==> src/rtl/sp_pkg.sv <==
package sp_pkg;
  localparam int REG_W = 8;

  localparam logic [1:0] SEL_DATA = 2'd0;
  localparam logic [1:0] SEL_CTRL = 2'd1;
  localparam logic [1:0] SEL_PWR  = 2'd2;

  localparam int CB_MODE_HI = 7;
  localparam int CB_MODE_LO = 6;
  localparam int CB_REN     = 4;
  localparam int CB_STOP    = 2;
  localparam int CB_TDONE   = 1;
  localparam int CB_RDONE   = 0;
  localparam int PB_DBL     = 7;

  typedef enum logic [1:0] {
    RX_IDLE,
    RX_START,
    RX_DATA,
    RX_STOP
  } rx_st_e;
endpackage

==> src/rtl/sp_baud.sv <==
module sp_baud (
  input  logic clk,
  input  logic rst_n,
  input  logic ovf,
  input  logic dbl,
  output logic sub_tick
);
  logic half_q, half_d;

  always_comb begin
    half_d = half_q;
    if (ovf) half_d = ~half_q;
  end

  always_ff @(posedge clk or negedge rst_n) begin
    if (!rst_n) half_q <= 1'b0;
    else        half_q <= half_d;
  end

  // 16 sub-ticks per bit: every overflow when doubled, every second otherwise
  assign sub_tick = ovf & (dbl | half_q);
endmodule

==> src/rtl/sp_tx.sv <==
module sp_tx #(
  parameter int DW = 8,
  parameter int OS = 16
) (
  input  logic          clk,
  input  logic          rst_n,
  input  logic          sub_tick,
  input  logic          load,
  input  logic [DW-1:0] din,
  output logic          txd,
  output logic          busy,
  output logic          stop_start
);
  localparam int CW = $clog2(OS);
  localparam int IW = $clog2(DW + 2);
  localparam logic [CW-1:0] CNT_LAST = CW'(OS - 1);
  localparam logic [IW-1:0] IDX_LAST_D = IW'(DW);
  localparam logic [IW-1:0] IDX_STOP = IW'(DW + 1);

  logic          pend_q, pend_d;
  logic          act_q, act_d;
  logic          txd_q, txd_d;
  logic [IW-1:0] idx_q, idx_d;
  logic [CW-1:0] cnt_q, cnt_d;
  logic [DW-1:0] sh_q, sh_d;

  always_comb begin
    pend_d     = pend_q;
    act_d      = act_q;
    txd_d      = txd_q;
    idx_d      = idx_q;
    cnt_d      = cnt_q;
    sh_d       = sh_q;
    stop_start = 1'b0;
    if (pend_q) begin
      if (sub_tick) begin
        pend_d = 1'b0;
        act_d  = 1'b1;
        idx_d  = '0;
        cnt_d  = '0;
        txd_d  = 1'b0;
      end
    end else if (act_q) begin
      if (sub_tick) begin
        if (cnt_q == CNT_LAST) begin
          cnt_d = '0;
          if (idx_q == IDX_STOP) begin
            act_d = 1'b0;
          end else begin
            idx_d = idx_q + 1'b1;
            if (idx_q == IDX_LAST_D) begin
              txd_d      = 1'b1;
              stop_start = 1'b1;
            end else begin
              txd_d = sh_q[0];
              sh_d  = sh_q >> 1;
            end
          end
        end else begin
          cnt_d = cnt_q + 1'b1;
        end
      end
    end else if (load) begin
      pend_d = 1'b1;
      sh_d   = din;
    end
  end

  always_ff @(posedge clk or negedge rst_n) begin
    if (!rst_n) begin
      pend_q <= 1'b0;
      act_q  <= 1'b0;
      txd_q  <= 1'b1;
      idx_q  <= '0;
      cnt_q  <= '0;
      sh_q   <= '0;
    end else begin
      pend_q <= pend_d;
      act_q  <= act_d;
      txd_q  <= txd_d;
      idx_q  <= idx_d;
      cnt_q  <= cnt_d;
      sh_q   <= sh_d;
    end
  end

  assign txd  = txd_q;
  assign busy = pend_q | act_q;
endmodule

==> src/rtl/sp_rx.sv <==
module sp_rx
  import sp_pkg::*;
#(
  parameter int DW = 8,
  parameter int OS = 16
) (
  input  logic          clk,
  input  logic          rst_n,
  input  logic          sub_tick,
  input  logic          en,
  input  logic          rxd,
  output logic          done,
  output logic [DW-1:0] data,
  output logic          stop_bit,
  output logic          busy
);
  localparam int CW = $clog2(OS);
  localparam int IW = $clog2(DW);
  localparam logic [CW-1:0] CNT_LAST = CW'(OS - 1);
  localparam logic [CW-1:0] CNT_MID  = CW'(OS / 2 - 1);
  localparam logic [IW-1:0] IDX_LAST = IW'(DW - 1);

  logic          s1_q, s2_q, s3_q;
  rx_st_e        st_q, st_d;
  logic [CW-1:0] cnt_q, cnt_d;
  logic [IW-1:0] idx_q, idx_d;
  logic [DW-1:0] sh_q, sh_d;

  always_ff @(posedge clk or negedge rst_n) begin
    if (!rst_n) begin
      s1_q <= 1'b1;
      s2_q <= 1'b1;
      s3_q <= 1'b1;
    end else begin
      s1_q <= rxd;
      s2_q <= s1_q;
      s3_q <= s2_q;
    end
  end

  always_comb begin
    st_d  = st_q;
    cnt_d = cnt_q;
    idx_d = idx_q;
    sh_d  = sh_q;
    done  = 1'b0;
    if (!en) begin
      st_d = RX_IDLE;
    end else begin
      case (st_q)
        RX_IDLE: begin
          if (s3_q && !s2_q) begin
            st_d  = RX_START;
            cnt_d = '0;
          end
        end
        RX_START: begin
          if (sub_tick) begin
            if (cnt_q == CNT_MID) begin
              cnt_d = '0;
              idx_d = '0;
              st_d  = s2_q ? RX_IDLE : RX_DATA;
            end else begin
              cnt_d = cnt_q + 1'b1;
            end
          end
        end
        RX_DATA: begin
          if (sub_tick) begin
            if (cnt_q == CNT_LAST) begin
              cnt_d = '0;
              sh_d  = {s2_q, sh_q[DW-1:1]};
              if (idx_q == IDX_LAST) st_d = RX_STOP;
              else                   idx_d = idx_q + 1'b1;
            end else begin
              cnt_d = cnt_q + 1'b1;
            end
          end
        end
        RX_STOP: begin
          if (sub_tick) begin
            if (cnt_q == CNT_LAST) begin
              done = 1'b1;
              st_d = RX_IDLE;
            end else begin
              cnt_d = cnt_q + 1'b1;
            end
          end
        end
        default: st_d = RX_IDLE;
      endcase
    end
  end

  always_ff @(posedge clk or negedge rst_n) begin
    if (!rst_n) begin
      st_q  <= RX_IDLE;
      cnt_q <= '0;
      idx_q <= '0;
      sh_q  <= '0;
    end else begin
      st_q  <= st_d;
      cnt_q <= cnt_d;
      idx_q <= idx_d;
      sh_q  <= sh_d;
    end
  end

  assign data     = sh_q;
  assign stop_bit = s2_q;
  assign busy     = (st_q != RX_IDLE);
endmodule

==> src/rtl/tmr_uart.sv <==
module tmr_uart
  import sp_pkg::*;
#(
  parameter int OS = 16
) (
  input  logic             clk,
  input  logic             rst_n,
  input  logic             tmr_ovf,
  input  logic [1:0]       reg_sel,
  input  logic             wr_en,
  input  logic [REG_W-1:0] wdata,
  output logic [REG_W-1:0] rdata,
  input  logic             rxd,
  output logic             txd
);
  logic rst_meta_q, rst_sync_q;
  always_ff @(posedge clk or negedge rst_n) begin
    if (!rst_n) begin
      rst_meta_q <= 1'b0;
      rst_sync_q <= 1'b0;
    end else begin
      rst_meta_q <= 1'b1;
      rst_sync_q <= rst_meta_q;
    end
  end
  logic rst_ni;
  assign rst_ni = rst_sync_q;

  logic             data_wr, ctrl_wr, pwr_wr;
  logic             sub_tick;
  logic             tx_busy, tx_stop;
  logic             rx_done, rx_stop, rx_busy;
  logic [REG_W-1:0] rx_data;

  logic [1:0]       mode_q, mode_d;
  logic             ren_q, ren_d;
  logic             rb8_q, rb8_d;
  logic             ti_q, ti_d;
  logic             ri_q, ri_d;
  logic             dbl_q, dbl_d;
  logic [REG_W-1:0] rbuf_q, rbuf_d;

  assign data_wr = wr_en && (reg_sel == SEL_DATA);
  assign ctrl_wr = wr_en && (reg_sel == SEL_CTRL);
  assign pwr_wr  = wr_en && (reg_sel == SEL_PWR);

  sp_baud u_baud (
    .clk      (clk),
    .rst_n    (rst_ni),
    .ovf      (tmr_ovf),
    .dbl      (dbl_q),
    .sub_tick (sub_tick)
  );

  sp_tx #(.DW(REG_W), .OS(OS)) u_tx (
    .clk        (clk),
    .rst_n      (rst_ni),
    .sub_tick   (sub_tick),
    .load       (data_wr),
    .din        (wdata),
    .txd        (txd),
    .busy       (tx_busy),
    .stop_start (tx_stop)
  );

  sp_rx #(.DW(REG_W), .OS(OS)) u_rx (
    .clk      (clk),
    .rst_n    (rst_ni),
    .sub_tick (sub_tick),
    .en       (ren_q),
    .rxd      (rxd),
    .done     (rx_done),
    .data     (rx_data),
    .stop_bit (rx_stop),
    .busy     (rx_busy)
  );

  always_comb begin
    mode_d = mode_q;
    ren_d  = ren_q;
    rb8_d  = rb8_q;
    ti_d   = ti_q;
    ri_d   = ri_q;
    dbl_d  = dbl_q;
    rbuf_d = rbuf_q;
    if (ctrl_wr) begin
      mode_d = wdata[CB_MODE_HI:CB_MODE_LO];
      ren_d  = wdata[CB_REN];
      rb8_d  = wdata[CB_STOP];
      ti_d   = wdata[CB_TDONE];
      ri_d   = wdata[CB_RDONE];
    end
    if (pwr_wr) dbl_d = wdata[PB_DBL];
    // hardware events take priority over a same-cycle software write
    if (tx_stop) ti_d = 1'b1;
    if (rx_done) begin
      rbuf_d = rx_data;
      rb8_d  = rx_stop;
      ri_d   = 1'b1;
    end
  end

  always_ff @(posedge clk or negedge rst_ni) begin
    if (!rst_ni) begin
      mode_q <= '0;
      ren_q  <= 1'b0;
      rb8_q  <= 1'b0;
      ti_q   <= 1'b0;
      ri_q   <= 1'b0;
      dbl_q  <= 1'b0;
      rbuf_q <= '0;
    end else begin
      mode_q <= mode_d;
      ren_q  <= ren_d;
      rb8_q  <= rb8_d;
      ti_q   <= ti_d;
      ri_q   <= ri_d;
      dbl_q  <= dbl_d;
      rbuf_q <= rbuf_d;
    end
  end

  always_comb begin
    rdata = '0;
    case (reg_sel)
      SEL_DATA: rdata = rbuf_q;
      SEL_CTRL: begin
        rdata[CB_MODE_HI:CB_MODE_LO] = mode_q;
        rdata[CB_REN]   = ren_q;
        rdata[CB_STOP]  = rb8_q;
        rdata[CB_TDONE] = ti_q;
        rdata[CB_RDONE] = ri_q;
      end
      SEL_PWR: rdata[PB_DBL] = dbl_q;
      default: rdata = '0;
    endcase
  end
endmodule

==> config.mk <==
export PLATFORM = sky130hd
export DESIGN_NAME = tmr_uart
export DESIGN_NICKNAME = d
export VERILOG_FILES = /design/src/rtl/sp_pkg.sv /design/src/rtl/sp_baud.sv /design/src/rtl/sp_tx.sv /design/src/rtl/sp_rx.sv /design/src/rtl/tmr_uart.sv
export SDC_FILE = /design/constraint.sdc
export NUM_CORES = 1
export LEC_CHECK = 0
export ABC_AREA = 1
export CORE_MARGIN = 2
export CORE_UTILIZATION = 60
export DETAILED_ROUTE_END_ITERATION = 12
export GPL_TIMING_DRIVEN = 0
export PLACE_DENSITY = 0.82
export RECOVER_POWER = 100
export SYNTH_ARGS = -nofsm -noshare
export SYNTH_HDL_FRONTEND = slang
export SYNTH_HIERARCHICAL = 1
export SYNTH_SLANG_ARGS = --single-unit
==> constraint.sdc <==
create_clock -name clk -period 2.6 [get_ports clk]
set_input_delay 0.39 -clock clk [delete_from_list [all_inputs] [get_ports clk]]
set_output_delay 0.39 -clock clk [all_outputs]
set_load 0.02 [all_outputs]
[Word-level counts from Yosys, hierarchy flattened]
Index checks and enable logic that the tools add are counted.
Cells by class
  reduce and logical (&&, ||, !) cells: 20
  muxes and demuxes: 80
  add/sub/neg operators: 4
  bitwise gates (word level): 4
  equal/unequal tests: 33
Operators with widths (count)
  4-bit 2-to-1 mux: 17
  8-bit 2-to-1 mux: 6
  1-bit 2-to-1 mux: 35
  2-bit 2-to-1 mux: 10
  2-bit != test, second input constant: 10
  4-bit equality test, second input constant: 4
  4-bit case mux with 4 select lines: 1
  3-bit 2-to-1 mux: 5
  3-bit by 2-bit != test with 1-bit output, second input constant: 5
  4-bit by 1-bit adder with 4-bit output, second input constant: 3
  3-bit case mux with 2 select lines: 2
  6-bit AND reduction: 2
  2-bit nonzero test: 6
  3-bit != test, second input constant: 3
  2-bit by 1-bit != test with 1-bit output, second input constant: 4
  2-bit case mux with 4 select lines: 1
  8-bit AND reduction: 1
  7-bit AND reduction: 1
  2-bit equality test, second input constant: 3
  5-bit AND reduction: 1
  2-bit by 1-bit equality test with 1-bit output, second input constant: 2
  4-bit by 3-bit equality test with 1-bit output, second input constant: 1
  1-bit logical AND: 4
  2-bit zero test: 2
  10 further kinds: 12
Word-level totals
  bits in registers: 57
  output and inout port bits: 9
  word-level logic and storage cells: 164

[Longest topological paths before layout]
Gate-level depths: netlist (run 1).
  word-level depth: 8
  mapped depth: 11
  depth with buffers taken out: 10

[By module]
The synthesis (run 1) kept the hierarchy.
Modules (own cells, without submodules)
  sp_tx: times used 1, sequential area each 476.7 µm², area an instance 1137.3 µm², cells an instance 146
  sp_rx: times used 1, sequential area each 504.2 µm², area an instance 1077.3 µm², cells an instance 129
  tmr_uart: times used 1, sequential area each 425.4 µm², area an instance 777.0 µm², cells an instance 94
  sp_baud: times used 1, sequential area each 25.0 µm², area an instance 55.1 µm², cells an instance 9

[Worst setup path before layout (run 1)]
No wires, ideal clock.
  kind: register to register
  start point: reg u_rx.cnt_q[0]
  end point: reg ri_q
  path slack: 1101 ps
  cell stages (with the launch flop): 10
  arrival: 1382 ps
  buffers on the path: 1
  path through: dfrtp_1 > ha_1 > nand2_1 > nor2_2 > nand2_1 > nor2_1 > buf_2 > or2_2 > nand2_1 > nand2_1
On the way
  cells in the longest elaborated chain, start to end: 6
  elaborated cells between the ends (all ways): 7
  classes of those cells: 1 x eq/ne; 5 x mux; 1 x reduce/logical
RTL lines
  start: declaration: line sp_rx.sv:25  | logic [CW-1:0] cnt_q, cnt_d;
  start signal: assignment: line sp_rx.sv:103  | cnt_q <= cnt_d;
  4-bit equality test (*): line sp_rx.sv:82  | if (cnt_q == CNT_LAST) begin
  1-bit 2-to-1 mux (*): line sp_rx.sv:82
  1-bit 2-to-1 mux (*): line sp_rx.sv:81  | if (sub_tick) begin
  1-bit 2-to-1 mux (*): line sp_rx.sv:50  | case (st_q)
  1-bit 2-to-1 mux (*): line sp_rx.sv:47  | if (!en) begin
  net rx_done: line tmr_uart.sv:32  | logic rx_done, rx_stop, rx_busy;
  1-bit 2-to-1 mux or 2-bit nonzero test (tied branches)
  end signal: assignment: line tmr_uart.sv:117  | ri_q <= ri_d;
  end: declaration: line tmr_uart.sv:39  | logic ri_q, ri_d;
The timed path passes the listed nets; every way through them passes the cells marked *.
A chain may end at the register's enable or synchronous reset.

[Worst setup path after layout (run 1)]
  start point: in reg_sel[0]
  end point: out rdata[2]
On the way
  cells in the longest elaborated chain, start to end: 2
  elaborated cells between the ends (all ways): 3
  classes of those cells: 1 x eq/ne; 1 x mux; 1 x reduce/logical
RTL lines
  start: declaration: line tmr_uart.sv:9  | input logic [1:0] reg_sel,
  2-bit by 1-bit equality test with 1-bit output or 2-bit zero test (tied branches): line tmr_uart.sv:125  | case (reg_sel)
  3-bit case mux with 2 select lines (*): line tmr_uart.sv:125
  end: declaration: line tmr_uart.sv:12  | output logic [REG_W-1:0] rdata,
Mark *: on every way between the ends. The rest lies on a longest branch, timed or not.

==> results of run 1 <==
per-layer routing:
layer	routed length, um	up-vias
met5	0	-
met4	116	0
met3	229	10
met2	2944	65
met1	2950	1174
li1	-	1265
kinds of logic (layout without fill, tap and decap cells):
| family | after synthesis | count (layout) |
|---|---|---|
| xor gates and xnor gates | 4 | 4 |
| buffers and inverters | 49 | 89 |
| adders and majority gates | 7 | 7 |
| other | 1 | 1 |
| and+or+nand+nor | 225 | 225 |
| AOI/OAI and AO/OA | 35 | 35 |
| DFF | 57 | 57 |
area by class of cell:
cell class | count | area share
timing repair buffer | 24 | 0.06836
multi-input combinational | 272 | 0.3869
buffer | 5 | 0.006909
tap | 67 | 0.02436
sequential | 57 | 0.4160
clock buffer | 16 | 0.04945
inverter | 44 | 0.04800
synth_stat cells (2+ instances only):
library cell  instances  area share
o21ai_0              15       0.025
a21oi_2               4       0.011
buf_2                 3      0.0049
dfstp_2               4       0.034
a21oi_1               4      0.0066
nand3_4               3       0.017
xnor2_1               2      0.0058
o21ai_1               2      0.0033
o21ai_4               2       0.011
dfrtp_1              53        0.44
o21ai_2               5       0.014
nand3_1              34       0.056
nand2_4               2      0.0074
inv_2                10       0.012
nor2_1               23       0.028
nor2_4                4       0.015
nand2_1             139        0.17
nand3b_1              3      0.0074
ha_1                  7       0.029
nand2_2               6       0.012
inv_1                34       0.042
nand4_1               6       0.012
xor2_1                2      0.0058
worst paths after layout:
check / from / end / slack, ns / depth (start not counted)
worst max-delay path: reg_sel[0] / rdata[2] / 0.08 / 6
worst min-delay path: rst_ni$_DFF_PN0_ / rbuf_q[1]$_DFFE_PN0P_ / 0.23 / 0
worst max register to register: u_rx/cnt_q[0]$_DFFE_PN0P_ / rbuf_q[7]$_DFFE_PN0P_ / 0.53 / 9
worst min register to register: rst_ni$_DFF_PN0_ / rbuf_q[1]$_DFFE_PN0P_ / 0.23 / 0
max in group asynchronous: rst_ni$_DFF_PN0_ / u_rx/cnt_q[1]$_DFFE_PN0P_ / 0.99 / 1
min in group clk: rst_meta_q$_DFF_PN0_ / rst_ni$_DFF_PN0_ / 0.35 / 0
flip-flops by register name (all words and copies together) (netlist names):
name / cells
rbuf_q: 8
u_baud/half_q: 1
ren_q: 1
u_tx/act_q: 1
u_rx/st_q: 2
dbl_q: 1
u_rx/cnt_q: 4
u_rx/s1_q: 1
u_tx/sh_q: 8
ri_q: 1
ti_q: 1
u_tx/pend_q: 1
rb8_q: 1
u_tx/txd: 1
mode_q: 2
u_tx/idx_q: 4
u_rx/data: 8
rst_meta_q: 1
u_rx/idx_q: 3
rst_ni: 1
u_tx/cnt_q: 4
u_rx/stop_bit: 1
u_rx/s3_q: 1
per-stage QoR:
stage,std cells,hold slack [ns]
2_1_floorplan,378,0.09441
3_3_place_gp,468,0.3419
3_5_place_dp,469,0.1817
4_1_cts,485,0.1843
5_1_grt,485,0.2800
6_report,485,0.2343
worst max-delay path, cell delays in order:
cell,delay (ns)
clkdlybuf4s50_1,0.53
inv_2,0.10
nor2_4,0.19
nand2_1,0.10
o21ai_0,0.10
dlygate4sd3_1,0.72
power by group through the flow:
stage	sequential, mW	combinational [mW]	clock [mW]
6_report	1.20	0.791	0.736
5_1_grt	1.23	0.900	0.783
4_1_cts	1.21	0.850	0.744
3_5_place_dp	1.22	0.842	0
3_3_place_gp	1.23	0.792	0
2_1_floorplan	1.20	0.634	0
==> results.yml, run 1 <==
critical_path:
  cp.required_ns: 2.21
  start_kind: "primary input"
  end_kind: "primary output"
  cp_max_fo: 8
  worst_ep_arrival_time_ns: 2.13
  crit_type: "primary input to primary output"
synth:
  synth_cell_type_count: 34
  synth-adder-area-share: 0.02875
  synthesis.nets: 400
  syn-instance-count: 378
  netlist_area_sq_um: 3047
  yosysWarnings: 6
  synth_compound_area_frac: 0.08049
  synth_area_per_cell_sq_um: 8.060
  synth.ff_latch_count: 57
  synth_edf_count: 0
  synth_xor_area_frac: 0.01150
  synth_ff_type: "dfrtp_1"
  synth_top_family_by_area: "simple AND/OR/NAND/NOR gates"
  ys_seq_area_frac: 0.4698
  synthSimpleGateAreaFrac: 0.3429
  synthArstFlopShare: 1.000
  muxShareOfSynthArea: 0
clocking:
  cts.sinks: 57
  clock_path_buffers: 2
  cts.reportedPaths.clkPinSlew_ns: 0.06
  cts_buffers: 9
  cts_resized: 0
  cts_setup_buffers: 0
  cts_tree: "built"
  cts_hold_buffers: 0
  clkLatencyLatePin_ns: 0.34
  clockRootBuffer: "clkbuf_8"
  cts_max_level: 3
die:
  fp.dieW_um: 75.26
  start_util: 0.6325
  die_area_sq_um: 5664
  core_sq_um: 4817
  die_y_um: 75.26
  rows: 25
  io_pins: 24
final_layout:
  n_fill_cell: 421
  layout_commonest_cell: "nand2_1"
  regArea_sq_um: 1431
  antenna_cells: 0
  nets: 435
  multi_input_area_sq_um: 1331
  fin_util: 0.7143
  stdcell_area_sq_um: 3441
  drive_gt1_frac: 0.09809
  syn_to_final_growth_pct: 12.94
  layout_common_cells: "nand2_1, dfrtp_1, nand3_1"
global_routing:
  grtUsageMet1: 0.3395
  grt_max_degree: 42
  antenna_found_initial: 0
  grt_usage: 0.2499
  grt_pass1_wl_um: 10410
  gr-total-overflow: 0
  global_route.usage.met2: 0.3879
  grt_pass1_vias: 2342
  grt-busiest-layer: "met2"
  use_met3: 0.04552
min_path:
  hold_class: "register to async pin"
placement:
  dp_hpwl_um: 4379
  globalplace.congestion: 0.8328
  port_buffers: 23
  detailed_place.area_sq_um: 3382
  post-place-ws_ns: 0.1233
power_and_ir_drop:
  finalPower_mw: 2.732
  switching_share: 0.3606
  power.net_switching_uw: 985.0
  p_comb_frac: 0.289
  p_per_area_nw_per_um2: 793.9
  clock_power_share: 0.270
  p_leak_nw: 1.778
  p_seq_frac: 0.441
  p_int_mw: 1.747
  ir_drop_mv: 0.4974
timing:
  max_freq_ghz: 0.3965
  final-hold-violation-count: 0
  skew_ns: 0.01159
  setup_ws_ns: 0.07795
  rsz0062_at_grt: "no"
  worstMarginPinSlew_ns: 0.9953
  slew_headroom: 0.3365
  setup_tns_ns: 0
  period_needed_ns: 2.522
  setup_viol: 0
  drv_slew: 0
  fin_crit_sh: 0.9700
drt:
  wire_per_inst_um: 12.87
  routed_wl_um: 6241
  final_antenna_net_count: 0
  post_drt_via_cell_ratio: 5.184
  drtIter0Drc: 162
  vias: 2514
  drc: 0
  drt-pass1-iter-count: 5
run_status:
  status: "completed"
job:
  drv_cap: 0
(Power assumes the default switching activity.)
==> inputs of run 2 (changes only) <==
--- a/config.mk
+++ b/config.mk
@@ -6,12 +6,11 @@
 export NUM_CORES = 1
 export LEC_CHECK = 0
 export ABC_AREA = 1
-export CORE_MARGIN = 2
+export CORE_MARGIN = 1
 export CORE_UTILIZATION = 60
 export DETAILED_ROUTE_END_ITERATION = 12
 export GPL_TIMING_DRIVEN = 0
 export PLACE_DENSITY = 0.82
-export RECOVER_POWER = 100
 export SYNTH_ARGS = -nofsm -noshare
 export SYNTH_HDL_FRONTEND = slang
 export SYNTH_HIERARCHICAL = 1
==> run 2 against run 1 <==
  * Flip-flop and latch count stayed put
  * Maximum frequency is 1.5% higher
  * Register-to-register slack better by 0.28 ns
  * Clock power is 21% higher
  * Die area is 5.2% lower
  * Highest routed layer unchanged
  * Power is 7.9% higher
  * Largest power group unchanged
  * Hold slack worse by 0.061 ns
  * Largest cell class unchanged
  * Critical path type unchanged
  * Setup slack better by 0.037 ns
==> results.yml, run 2 (synthesis gave the netlist of run 1 again) <==
timing:
  period_needed_ns: 2.486
  setup_ws_ns: 0.1145
  final-hold-violation-count: 0
  drv_slew: 0
  setup_tns_ns: 0
  skew_ns: 0.004459
  max_freq_ghz: 0.4023
  whs_ns: 0.1733
  rsz0062_at_grt: "no"
  setup_viol: 0
  fin_crit_sh: 0.9560
min_path:
  hold_class: "register to async pin"
power_and_ir_drop:
  ir_drop_mv: 0.7081
  p_leak_nw: 1.827
  p_per_area_nw_per_um2: 820.6
  finalPower_mw: 2.948
final_layout:
  layout_commonest_cell: "nand2_1"
  stdcell_area_sq_um: 3592
  antenna_cells: 0
  drive_gt1_frac: 0.1603
  layout_common_cells: "nand2_1, dfrtp_1, inv_1, nand3_1"
  final_cells: 485
  nets: 435
  syn_to_final_growth_pct: 17.91
  fin_util: 0.7457
clocking:
  cts_resized: 0
  clkLatencyLatePin_ns: 0.33
  cts_buffers: 9
  cts_hold_buffers: 0
  cts_setup_buffers: 0
  clockRootBuffer: "clkbuf_8"
  cts_tree: "built"
  clock_path_buffers: 2
  cts.reportedPaths.clkPinSlew_ns: 0.07
  cts_max_level: 3
  cts.sinks: 57
drt:
  drt-pass1-iter-count: 5
  drc: 0
  wire_per_inst_um: 12.95
  post_drt_via_cell_ratio: 5.192
  final_antenna_net_count: 0
  routed_wl_um: 6282
  drtIter0Drc: 153
  vias: 2518
placement:
  detailed_place.area_sq_um: 3382
  dp_hpwl_um: 4487
  dp_cells: 469
  post-place-ws_ns: 0.1366
  port_buffers: 23
  globalplace.congestion: 0.8423
global_routing:
  grt_max_degree: 42
  gr-total-overflow: 0
  antenna_found_initial: 0
  grt_pass1_vias: 2439
  grt_pass1_wl_um: 10740
  grt_usage: 0.2664
critical_path:
  cp_max_fo: 8
  critical_path_depth: 6
  cp_cell_sequence: "clkdlybuf4s50_1 > inv_2 > nor2_4 > nand2_1 > o21ai_0 > clkdlybuf4s50_1"
  crit_type: "primary input to primary output"
  worst_ep_arrival_time_ns: 2.10
  cp.buffers_inverters: 3
  start_kind: "primary input"
  critPathSlowestCell: "clkdlybuf4s50_1"
  end_kind: "primary output"
  reg2regPathDepth: 9
  cp.required_ns: 2.21
  critPathMaxStageDelay_ns: 0.63
  path_delay_family: "buffers and inverters"
  crit_top_cell: "clkdlybuf4s50_1"
run_status:
  status: "completed"
die:
  rows: 25
  io_pins: 24
  start_util: 0.6325
  die_area_sq_um: 5367
  core_sq_um: 4817
  fp.dieW_um: 73.26
  die_y_um: 73.26
job:
  drv_cap: 0
## run 2: cell types whose count changed in the layout (fill, tap and decap cells not counted), sizes merged
cell,change
clkdlybuf4s50,+13
dlygate4sd3,-13
clkbuf,-10
buf,+4
bufinv,+2
inv,+2
clkinv,+1
clkinvlp,+1
## run 2: area by class of cell
type,count,area [sq um]
Buffer,5,33.78
Sequential cell,57,1433
Tap cell,67,83.83
Clock inverter,6,82.58
Multi-Input combinational cell,272,1416
Timing Repair Buffer,24,250.2
Clock buffer,10,127.6
Fill cell,366,1225
Inverter,44,165.2
## run 2: worst reg2reg max path, stage by stage (launching register included)
cell and delay [ns]:
dfrtp_1 0.39, ha_1 0.25, nand2_1 0.09, nor2_2 0.18, nand2_1 0.10, nor2_1 0.09
buf_2 0.20, buf_2 0.25, nand2_1 0.07, o21ai_0 0.09
## run 2: power by group
group	switching [mW]	total (mW)	internal (mW)
Combinational	0.532	0.846	0.313
Clock	0.360	0.894	0.534
Sequential	0.151	1.21	1.06
Total	1.04	2.95	1.90
## run 2: metal layers
metal | routed length [um] | GRT usage
met1 | 3002 | 0.3560
met5 | 0 | 0
met4 | 72 | 0.1046
met2 | 3034 | 0.4372
met3 | 173 | 0.04115
## run 2: path summary, 6_finish.rpt
check | startpoint | endpoint | slack (ns)
max | reg_sel[0] | rdata[4] | 0.11
min | rst_ni$_DFF_PN0_ | u_baud/half_q$_DFFE_PN0P_ | 0.17
max reg2reg | u_rx/cnt_q[0]$_DFFE_PN0P_ | rbuf_q[3]$_DFFE_PN0P_ | 0.81
min reg2reg | rst_ni$_DFF_PN0_ | u_baud/half_q$_DFFE_PN0P_ | 0.17
max in group asynchronous | rst_ni$_DFF_PN0_ | u_rx/s3_q$_DFF_PN1_ | 1.85
min in group clk | u_rx/s1_q$_DFF_PN1_ | u_rx/stop_bit$_DFF_PN1_ | 0.36
